## src/rtl/sar_seq_pkg.sv

```systemverilog
package sar_seq_pkg;

  // Frame phases, decoded from the frame counter.
  typedef enum logic [1:0] {
    PH_IDLE   = 2'd0,
    PH_SAMPLE = 2'd1,
    PH_TRIAL  = 2'd2,
    PH_CLOSE  = 2'd3
  } sar_phase_e;

  localparam int DEF_RES_BITS      = 8;
  localparam int DEF_SAMPLE_CYCLES = 7;

endpackage

```

## src/rtl/sar_frame_timer.sv

```systemverilog
module sar_frame_timer
  import sar_seq_pkg::*;
#(
  parameter int RES_BITS      = DEF_RES_BITS,
  parameter int SAMPLE_CYCLES = DEF_SAMPLE_CYCLES,
  parameter int IDX_W         = $clog2(RES_BITS)
) (
  input  logic             clk,
  input  logic             rst_n,
  input  logic             enable,
  output sar_phase_e       phase,
  output logic [IDX_W-1:0] bit_idx,
  output logic             last_trial
);

  localparam int FRAME_CYCLES = SAMPLE_CYCLES + RES_BITS + 1;
  localparam int CNT_W        = $clog2(FRAME_CYCLES);
  localparam logic [CNT_W-1:0] SAMPLE_C    = CNT_W'(SAMPLE_CYCLES);
  localparam logic [CNT_W-1:0] CLOSE_C     = CNT_W'(SAMPLE_CYCLES + RES_BITS);
  localparam logic [CNT_W-1:0] TRIAL_END_C = CNT_W'(SAMPLE_CYCLES + RES_BITS - 1);
  localparam logic [IDX_W-1:0] TOP_IDX     = IDX_W'(RES_BITS - 1);

  logic             active_q, active_d;
  logic [CNT_W-1:0] cnt_q, cnt_d;
  logic             adv;
  logic [CNT_W-1:0] trial_off;

  // Next-state logic
  always_comb begin
    active_d = active_q;
    cnt_d    = cnt_q;
    if (active_q) begin
      if (cnt_q == CLOSE_C) begin
        cnt_d    = '0;
        active_d = enable;
      end else begin
        cnt_d = cnt_q + 1'b1;
      end
    end else begin
      cnt_d    = '0;
      active_d = enable;
    end
  end

  assign adv = active_q | enable;

  always_ff @(posedge clk or negedge rst_n) begin
    if (!rst_n) begin
      active_q <= 1'b0;
      cnt_q    <= '0;
    end else if (adv) begin
      active_q <= active_d;
      cnt_q    <= cnt_d;
    end
  end

  // Phase decode
  always_comb begin
    if (!active_q)              phase = PH_IDLE;
    else if (cnt_q < SAMPLE_C)  phase = PH_SAMPLE;
    else if (cnt_q < CLOSE_C)   phase = PH_TRIAL;
    else                        phase = PH_CLOSE;
  end

  assign trial_off  = cnt_q - SAMPLE_C;
  assign bit_idx    = (phase == PH_TRIAL) ? (TOP_IDX - trial_off[IDX_W-1:0]) : '0;
  assign last_trial = (phase == PH_TRIAL) && (cnt_q == TRIAL_END_C);

  // counter steps by one inside a frame
  p_frame_step_r1: assert property (@(posedge clk) disable iff (!rst_n)
    active_q && (cnt_q != CLOSE_C) |=> active_q && (cnt_q == $past(cnt_q) + 1'b1));

  // back-to-back frames while enabled
  p_frame_wrap_r1: assert property (@(posedge clk) disable iff (!rst_n)
    (phase == PH_CLOSE) && enable |=> (phase == PH_SAMPLE) && (cnt_q == '0));

  // stop after the closing cycle when disabled
  p_frame_stop_r7: assert property (@(posedge clk) disable iff (!rst_n)
    (phase == PH_CLOSE) && !enable |=> (phase == PH_IDLE));

  // idle block starts a frame at cycle 0
  p_frame_start_r7: assert property (@(posedge clk) disable iff (!rst_n)
    (phase == PH_IDLE) && enable |=> (phase == PH_SAMPLE) && (cnt_q == '0));

endmodule

```

## src/rtl/sar_bit_engine.sv

```systemverilog
module sar_bit_engine
  import sar_seq_pkg::*;
#(
  parameter int RES_BITS = DEF_RES_BITS,
  parameter int IDX_W    = $clog2(RES_BITS)
) (
  input  logic                clk,
  input  logic                rst_n,
  input  sar_phase_e          phase,
  input  logic [IDX_W-1:0]    bit_idx,
  input  logic                cmp_below,
  output logic [RES_BITS-1:0] dac_code,
  output logic [RES_BITS-1:0] code_next
);

  localparam logic [RES_BITS-1:0] ONE = RES_BITS'(1);

  logic [RES_BITS-1:0] kept_q, kept_d;
  logic [RES_BITS-1:0] test_bit;
  logic                upd;

  assign test_bit = ONE << bit_idx;

  // Next-state: clear on acquisition, decide one bit per trial
  always_comb begin
    kept_d = kept_q;
    unique case (phase)
      PH_SAMPLE: kept_d = '0;
      PH_TRIAL:  if (!cmp_below) kept_d = kept_q | test_bit;
      default:   kept_d = kept_q;
    endcase
  end

  assign upd       = (phase == PH_SAMPLE) || (phase == PH_TRIAL);
  assign code_next = kept_d;

  always_ff @(posedge clk or negedge rst_n) begin
    if (!rst_n) begin
      kept_q <= '0;
    end else if (upd) begin
      kept_q <= kept_d;
    end
  end

  always_comb begin
    unique case (phase)
      PH_TRIAL: dac_code = kept_q | test_bit;
      PH_CLOSE: dac_code = kept_q;
      default:  dac_code = '0;
    endcase
  end

  // bits below the one under test are zero during a trial
  p_low_bits_clear_r3: assert property (@(posedge clk) disable iff (!rst_n)
    (phase == PH_TRIAL) |-> ((dac_code & (test_bit - ONE)) == '0));

  // a "below" answer clears the tested bit
  p_clear_on_below_r4: assert property (@(posedge clk) disable iff (!rst_n)
    (phase == PH_TRIAL) && cmp_below |=> ((kept_q & $past(test_bit)) == '0));

  // a "not below" answer keeps the tested bit
  p_keep_on_above_r4: assert property (@(posedge clk) disable iff (!rst_n)
    (phase == PH_TRIAL) && !cmp_below |=> ((kept_q & $past(test_bit)) != '0));

endmodule

```

## src/rtl/sar_result_stage.sv

```systemverilog
module sar_result_stage
  import sar_seq_pkg::*;
#(
  parameter int RES_BITS = DEF_RES_BITS
) (
  input  logic                clk,
  input  logic                rst_n,
  input  sar_phase_e          phase,
  input  logic                last_trial,
  input  logic [RES_BITS-1:0] code_next,
  output logic [RES_BITS-1:0] result,
  output logic                result_valid,
  output logic                channel_next
);

  logic [RES_BITS-1:0] result_q, result_d;

  assign result_d = last_trial ? code_next : result_q;

  always_ff @(posedge clk or negedge rst_n) begin
    if (!rst_n) begin
      result_q <= '0;
    end else if (last_trial) begin
      result_q <= result_d;
    end
  end

  assign result       = result_q;
  assign result_valid = (phase == PH_CLOSE);
  assign channel_next = (phase == PH_CLOSE);

  // strobe lasts one cycle
  p_valid_pulse_r5: assert property (@(posedge clk) disable iff (!rst_n)
    result_valid |=> !result_valid);

  // result only changes as the last trial ends
  p_result_hold_r5: assert property (@(posedge clk) disable iff (!rst_n)
    !last_trial |=> $stable(result_q));

endmodule

```

## src/rtl/sar_seq_ctrl.sv

```systemverilog
module sar_seq_ctrl
  import sar_seq_pkg::*;
#(
  parameter int RES_BITS      = DEF_RES_BITS,
  parameter int SAMPLE_CYCLES = DEF_SAMPLE_CYCLES
) (
  input  logic                clk,
  input  logic                rst_n,
  input  logic                enable,
  input  logic                cmp_below,
  output logic                sample_en,
  output logic [RES_BITS-1:0] dac_code,
  output logic [RES_BITS-1:0] result,
  output logic                result_valid,
  output logic                channel_next
);

  localparam int IDX_W = $clog2(RES_BITS);

  sar_phase_e          phase;
  logic [IDX_W-1:0]    bit_idx;
  logic                last_trial;
  logic [RES_BITS-1:0] code_next;

  sar_frame_timer #(
    .RES_BITS      (RES_BITS),
    .SAMPLE_CYCLES (SAMPLE_CYCLES),
    .IDX_W         (IDX_W)
  ) u_timer (
    .clk        (clk),
    .rst_n      (rst_n),
    .enable     (enable),
    .phase      (phase),
    .bit_idx    (bit_idx),
    .last_trial (last_trial)
  );

  sar_bit_engine #(
    .RES_BITS (RES_BITS),
    .IDX_W    (IDX_W)
  ) u_engine (
    .clk       (clk),
    .rst_n     (rst_n),
    .phase     (phase),
    .bit_idx   (bit_idx),
    .cmp_below (cmp_below),
    .dac_code  (dac_code),
    .code_next (code_next)
  );

  sar_result_stage #(
    .RES_BITS (RES_BITS)
  ) u_result (
    .clk          (clk),
    .rst_n        (rst_n),
    .phase        (phase),
    .last_trial   (last_trial),
    .code_next    (code_next),
    .result       (result),
    .result_valid (result_valid),
    .channel_next (channel_next)
  );

  assign sample_en = (phase == PH_SAMPLE);

  // DAC parked at zero while sampling
  p_sample_dac_zero_r6: assert property (@(posedge clk) disable iff (!rst_n)
    sample_en |-> (dac_code == '0));

  // closing cycle presents the result on the DAC
  p_close_dac_match_r6: assert property (@(posedge clk) disable iff (!rst_n)
    result_valid |-> (dac_code == result));

  // acquisition is followed by the first trial, with the MSB under test
  p_sample_to_trial_r2: assert property (@(posedge clk) disable iff (!rst_n)
    $fell(sample_en) |-> dac_code[RES_BITS-1] && !result_valid);

  // multiplexer advance coincides with the result strobe
  p_chan_with_valid_r5: assert property (@(posedge clk) disable iff (!rst_n)
    channel_next |-> result_valid && !sample_en);

endmodule

```

## config.mk

```make
export PLATFORM = sky130hd
export DESIGN_NAME = sar_seq_ctrl
export DESIGN_NICKNAME = d
export VERILOG_FILES = /design/src/rtl/sar_seq_pkg.sv /design/src/rtl/sar_frame_timer.sv /design/src/rtl/sar_bit_engine.sv /design/src/rtl/sar_result_stage.sv /design/src/rtl/sar_seq_ctrl.sv
export SDC_FILE = /design/constraint.sdc
export NUM_CORES = 1
export LEC_CHECK = 0
export ABC_AREA = 1
export BUFFER_PORTS_ARGS = -buffer_cell sky130_fd_sc_hd__clkbuf_2
export CELL_PAD_IN_SITES_DETAIL_PLACEMENT = 1
export CELL_PAD_IN_SITES_GLOBAL_PLACEMENT = 1
export CORE_ASPECT_RATIO = 0.8
export CORE_UTILIZATION = 37
export CTS_BUF_LIST = sky130_fd_sc_hd__clkbuf_4
export DETAILED_ROUTE_END_ITERATION = 10
export PLACE_DENSITY = 0.81
export SYNTH_ARGS = -nofsm -noshare
export SYNTH_HDL_FRONTEND = slang
export SYNTH_SLANG_ARGS = --single-unit
```

## constraint.sdc

```tcl
create_clock -name clk -period 1.8 [get_ports clk]
set_clock_uncertainty 0.1 [all_clocks]
set_input_delay 0.27 -clock clk [delete_from_list [all_inputs] [get_ports clk]]
set_output_delay 0.27 -clock clk [all_outputs]
set_load 0.03 [all_outputs]
```

Word level (Yosys, flattened, before mapping)
Index checks and enable logic that the tools add are counted.
Storage, ports and cells
  register bits after elaboration: 21
  input port bits: 4
  output and inout bits: 19
  word-level logic and storage cells: 30
Cells by class
  $add $sub $neg: 3
  $lt $le $gt $ge: 2
  equality and inequality tests: 5
  shift operators: 1
  mux-type cells: 11
  bitwise logic cells: 2
  reductions and logical operators: 2
Operators with widths (count)
  $pmux 8 s2: 2
  $eq 4x4->1 const B: 2
  $mux 4: 2
  $mux 8: 1
  $or 8x8->8: 1
  $shl 1x3->8 const A: 1
  $add 4x1->4 const B: 1
  $eq 2x2->1 const B: 2
  $lt 4x3->1 const B: 1
  $lt 4x4->1 const B: 1
  $mux 2: 2
  $mux 1: 3
  $mux 3: 1
  $sub 3x3->3 const A: 1
  $sub 3x3->3 const B: 1
  $eq 2x1->1 const B: 1
  $logic_and 1x1->1: 1
  $logic_or 1x1->1: 1
  $or 1x1->1: 1

Longest topological paths before layout
  depth in word-level cells: 10
  depth in mapped cells: 10

Cells and area by module
From an unflattened synthesis, not the netlist that was laid out.
Unflattened totals
  cell total of the unflattened synthesis: 160
  area, all modules: 1234.9 um^2
By module, submodules not included
  sar_bit_engine: instances 1, cells each 78, area each 576.8 um^2, sequential area each 200.2 um^2
  sar_frame_timer: instances 1, cells each 43, area each 327.8 um^2, sequential area each 125.1 um^2
  sar_result_stage: instances 1, cells each 37, area each 320.3 um^2, sequential area each 200.2 um^2
  sar_seq_ctrl: instances 1, cells each 2, area each 10.0 um^2, sequential area each 0.0 um^2

Worst setup path after synthesis
No wires, ideal clock.
  path kind: flip-flop to output port
  from: register u_timer.cnt_q[0]
  to: output port dac_code[0]
  arrival time: 1933 ps
  required time: 1430 ps
  slack: -503 ps
  stages on the path, launching flop included: 6
  cell sequence: dfrtp_1 ha_1 nand3_1 nor2_2 a21oi_1 a21oi_1
Between the ends
  elaborated cells on any way between the ends: 13
RTL lines
  start, declared: line sar_frame_timer.sv:24  | logic [CNT_W-1:0] cnt_q, cnt_d;
  start signal, assigned: line sar_frame_timer.sv:53  | cnt_q <= cnt_d;
  $lt 4x4->1: line sar_frame_timer.sv:61  | else if (cnt_q < CLOSE_C) phase = PH_TRIAL;
  $mux 1: line sar_frame_timer.sv:61
  $mux 2 (*): line sar_frame_timer.sv:60  | else if (cnt_q < SAMPLE_C) phase = PH_SAMPLE;
  $mux 2 (*): line sar_frame_timer.sv:59  | if (!active_q) phase = PH_IDLE;
  $eq 2x2->1 (*)
  named net channel_next: line sar_seq_ctrl.sv:15  | output logic channel_next
  $pmux 8 s2 (*): line sar_bit_engine.sv:46  | unique case (phase)
  end, declared: line sar_seq_ctrl.sv:12  | output logic [RES_BITS-1:0] dac_code,
Mark *: on every way through the listed nets, which the timed path passes. The rest lies on a longest branch.

Worst setup path in the final report
  from: register u_timer.cnt_q[1]
  to: output port dac_code[2]
Between the ends
  cells in the longest elaborated chain, start to end: 9
  elaborated cells on any way between the ends: 13
Ends and longest elaborated chain
  $lt 4x4->1: line sar_frame_timer.sv:61
  $mux 1: line sar_frame_timer.sv:61
  $mux 2: line sar_frame_timer.sv:60
  $mux 2: line sar_frame_timer.sv:59
  $eq 2x2->1: line sar_frame_timer.sv:66, sar_bit_engine.sv:46
  $mux 3: line sar_frame_timer.sv:66  | assign bit_idx = (phase == PH_TRIAL) ? (TOP_IDX - trial_off[IDX_W-1:0]) : '0;
  $shl 1x3->8: line sar_bit_engine.sv:22  | assign test_bit = ONE << bit_idx;
  $or 8x8->8: line sar_bit_engine.sv:47  | PH_TRIAL: dac_code = kept_q | test_bit;
  $pmux 8 s2 (*): line sar_bit_engine.sv:46
Every way passes the cells marked *; elsewhere a longest branch is shown, timed or not.

==> impl_metrics.yaml <==
logic_synthesis:
  synth_adder_area_share: 0.0211
  synth_mux_area_frac: 0
  synth_top_cell_area_share: 0.444
  synth-xor-area-share: 0
  synthSimpleGateAreaFrac: 0.326
  ys.flop_type: "dfrtp_1"
  synth_edf_count: 0
  ys_seq_elements: 21
  synth_top_family_by_area: "simple AND/OR/NAND/NOR gates"
  ys_async_sr_fraction: 1.00
  synthCells: 144
  yosysWarnings: 0
  synth_compound_area_frac: 0.120
  ys_top_cells_by_area: "dfrtp_1 44%, a21oi_1 10%, nand2_1 9.2%"
  syn_area_per_cell_sq_um: 8.23
  yosysMostFrequentCell: "nand2_1"
  yosysUniqueCellTypes: 20
  yosysSeqAreaShare: 0.444
  synth_top_area_cell: "dfrtp_1"
  syn_area_sq_mm: 0.00118
  syn_nets: 150
  yosys-top-cells-count: "29 x nand2_1, 24 x a21oi_1, 21 x dfrtp_1"
critical_path:
  cp-start-kind: "register"
  arrival_ns: 1.90
  cp_max_fo: 5
  critPathRequiredTime_ns: 1.43
  critPathKind: "register to output port"
  endpoint_kind: "output port"
  ff2ff_path_depth: 8
sta:
  hold_viol: 0
  tns_ns: -4.23
  setup_viol: 14
  holdWs_ns: 0.106
  finalCritPeriodShare: 1.26
  report.final.slew_viol_count: 0
  min_period_ns: 2.27
  worst_slack_ns: -0.473
  clock.fmax_ghz: 0.440
  maxSlewHeadroom: 0.612
  rsz0062_at_grt: "yes"
  worst-slew-pin-transition_ns: 0.582
finish:
  layoutNonFillerInstCount: 240
  drive_gt1_frac: 0.520
  num_antenna_cells: 0
  n_fill_cell: 321
  design_area_sq_mm: 0.00200
  num-nets-final: 209
  syn_to_final_growth_pct: 69.2
  final_util: 0.693
detailed_routing:
  ant_nets: 0
  vias_per_cell: 5.65
  num_vias: 1355
  drc: 0
  dr.pass1.iters: 4
  finalWirelength_um: 5140
  wl_per_cell_um: 21.4
  drt_iter0_markers: 70
clocking:
  cts.sinks: 21
  clockRootBuffer: "clkbuf_4"
  clkLatencyLatePin_ns: 0.33
  clkTransAtPathRegs_ns: 0.11
  cts_tree: "done"
  clockBufferDepth: 2
  htreeDepth: 1
  numCtsBuffers: 3
placement:
  hpwl_um: 2740
  port_buffers: 22
  dp_cells: 224
  dpl_worst_slack_ns: -0.168
  place_congestion: 0.853
  dpl_cell_area_sq_mm: 0.00164
grt:
  grt_pass1_vias: 1424
  grt_max_degree: 22
  grt_antenna_before_repair: 0
  grt_overflow: 0
  grt_pass1_wl_um: 7790
  track_usage: 0.322
job:
  max-cap-violations: 0
power_and_ir_drop:
  p_per_area_mw_per_mm2: 2290
  power_mw: 4.58
  vdd_drop_max_mv: 1.24
  p_leak_nw: 0.971
die:
  die-height_um: 52.6
  dieArea_sq_mm: 0.00343
  coreArea_sq_mm: 0.00289
  start_util: 0.410
  io_pins: 23
  rows: 17
  die_w_um: 65.3
run_status:
  outcome: "complete, but fails checks"
  violations: "negative setup slack"
worst_hold_path:
  hold-path-cell-count: 3
  holdCritPathClass: "input port to register"
==> area by class of cell <==
class                      count  area, sq um  share of cell area
sequential                    21          529               0.264
inverter                      22         87.6              0.0437
clock buffer                   4         30.0              0.0150
tap                           38         47.5              0.0237
timing repair buffer          55          537               0.268
multi-input combinational    100          773               0.386
==> worst max-delay path, stage by stage, from the launching register on <==
cell and delay (ns):
dfrtp_2 0.43, ha_4 0.20, nand2_4 0.07, nand2_4 0.08, nand2_4 0.07, nor2_4 0.18
nand4_1 0.19, a21oi_2 0.19, clkbuf_8 0.17
==> worst paths after layout <==
path | from | endpoint | slack (ns)
max reg2reg | u_timer.cnt_q[1] | u_engine.kept_q[2] | -0.08
min reg2reg | u_result.result[0] | u_result.result[0] | 0.41
max | u_timer.cnt_q[1] | dac_code[2] | -0.47
max in group asynchronous | rst_n | u_timer.cnt_q[1] | 0.82
min in group asynchronous | rst_n | u_result.result[6] | 0.34
min | enable | u_timer.active_q | 0.11
==> metal layers <==
layer | vias to the layer above | part of all wire | track usage
li1 | 596 | - | -
met1 | 701 | 0.44 | 0.414
met2 | 50 | 0.50 | 0.536
met3 | 8 | 0.040 | 0.0565
met4 | 0 | 0.014 | 0.127
met5 | - | 0 | 0
==> timing repair <==
item,4_1_cts,5_1_grt
cloned,1,0
pin swaps,12,14
hold buffers,1,0
setup buffers,11,4
endpoints found under the setup margin,19,26
hold endpoints to repair,21,0
gates resized for setup,44,22
==> sequential cells by signal (all words and copies together) (netlist names) <==
register	flops
u_engine.kept_q	8
u_result.result	8
u_timer.cnt_q	4
u_timer.active_q	1
==> cell usage in the layout, fill, tap and decap left out, types with 2 or more instances in the layout <==
cell type | synthesis | final
a21oi_1 | 24 | 10
a21oi_2 | 0 | 8
a21oi_4 | 0 | 6
and2_1 | 8 | 7
buf_12 | 0 | 3
buf_4 | 1 | 20
buf_6 | 0 | 9
buf_8 | 1 | 7
clkbuf_2 | 0 | 11
clkbuf_4 | 0 | 4
clkbuf_8 | 0 | 4
dfrtp_1 | 21 | 18
dfrtp_2 | 0 | 3
ha_4 | 0 | 2
inv_1 | 19 | 16
inv_2 | 3 | 4
inv_4 | 0 | 2
nand2_1 | 29 | 26
nand2_4 | 2 | 6
nand3_1 | 12 | 7
nand3_2 | 0 | 4
nand4_1 | 7 | 7
nand4_2 | 3 | 2
nor2_1 | 2 | 2
nor2_4 | 1 | 4
o22ai_1 | 2 | 2
==> logic make-up (layout without fill, tap and decap cells) <==
group / Yosys count / in the layout
simple gates: 69 / 70
compound gates: 28 / 28
fa+ha+maj: 2 / 2
buf+inv: 24 / 81
flops: 21 / 21
==> where the power goes <==
group	switching [mW]	internal, mW
Clock	0.162	0.102
Sequential	0.168	0.645
Combinational	2.06	1.45
Power figures use the tool's default switching activity.
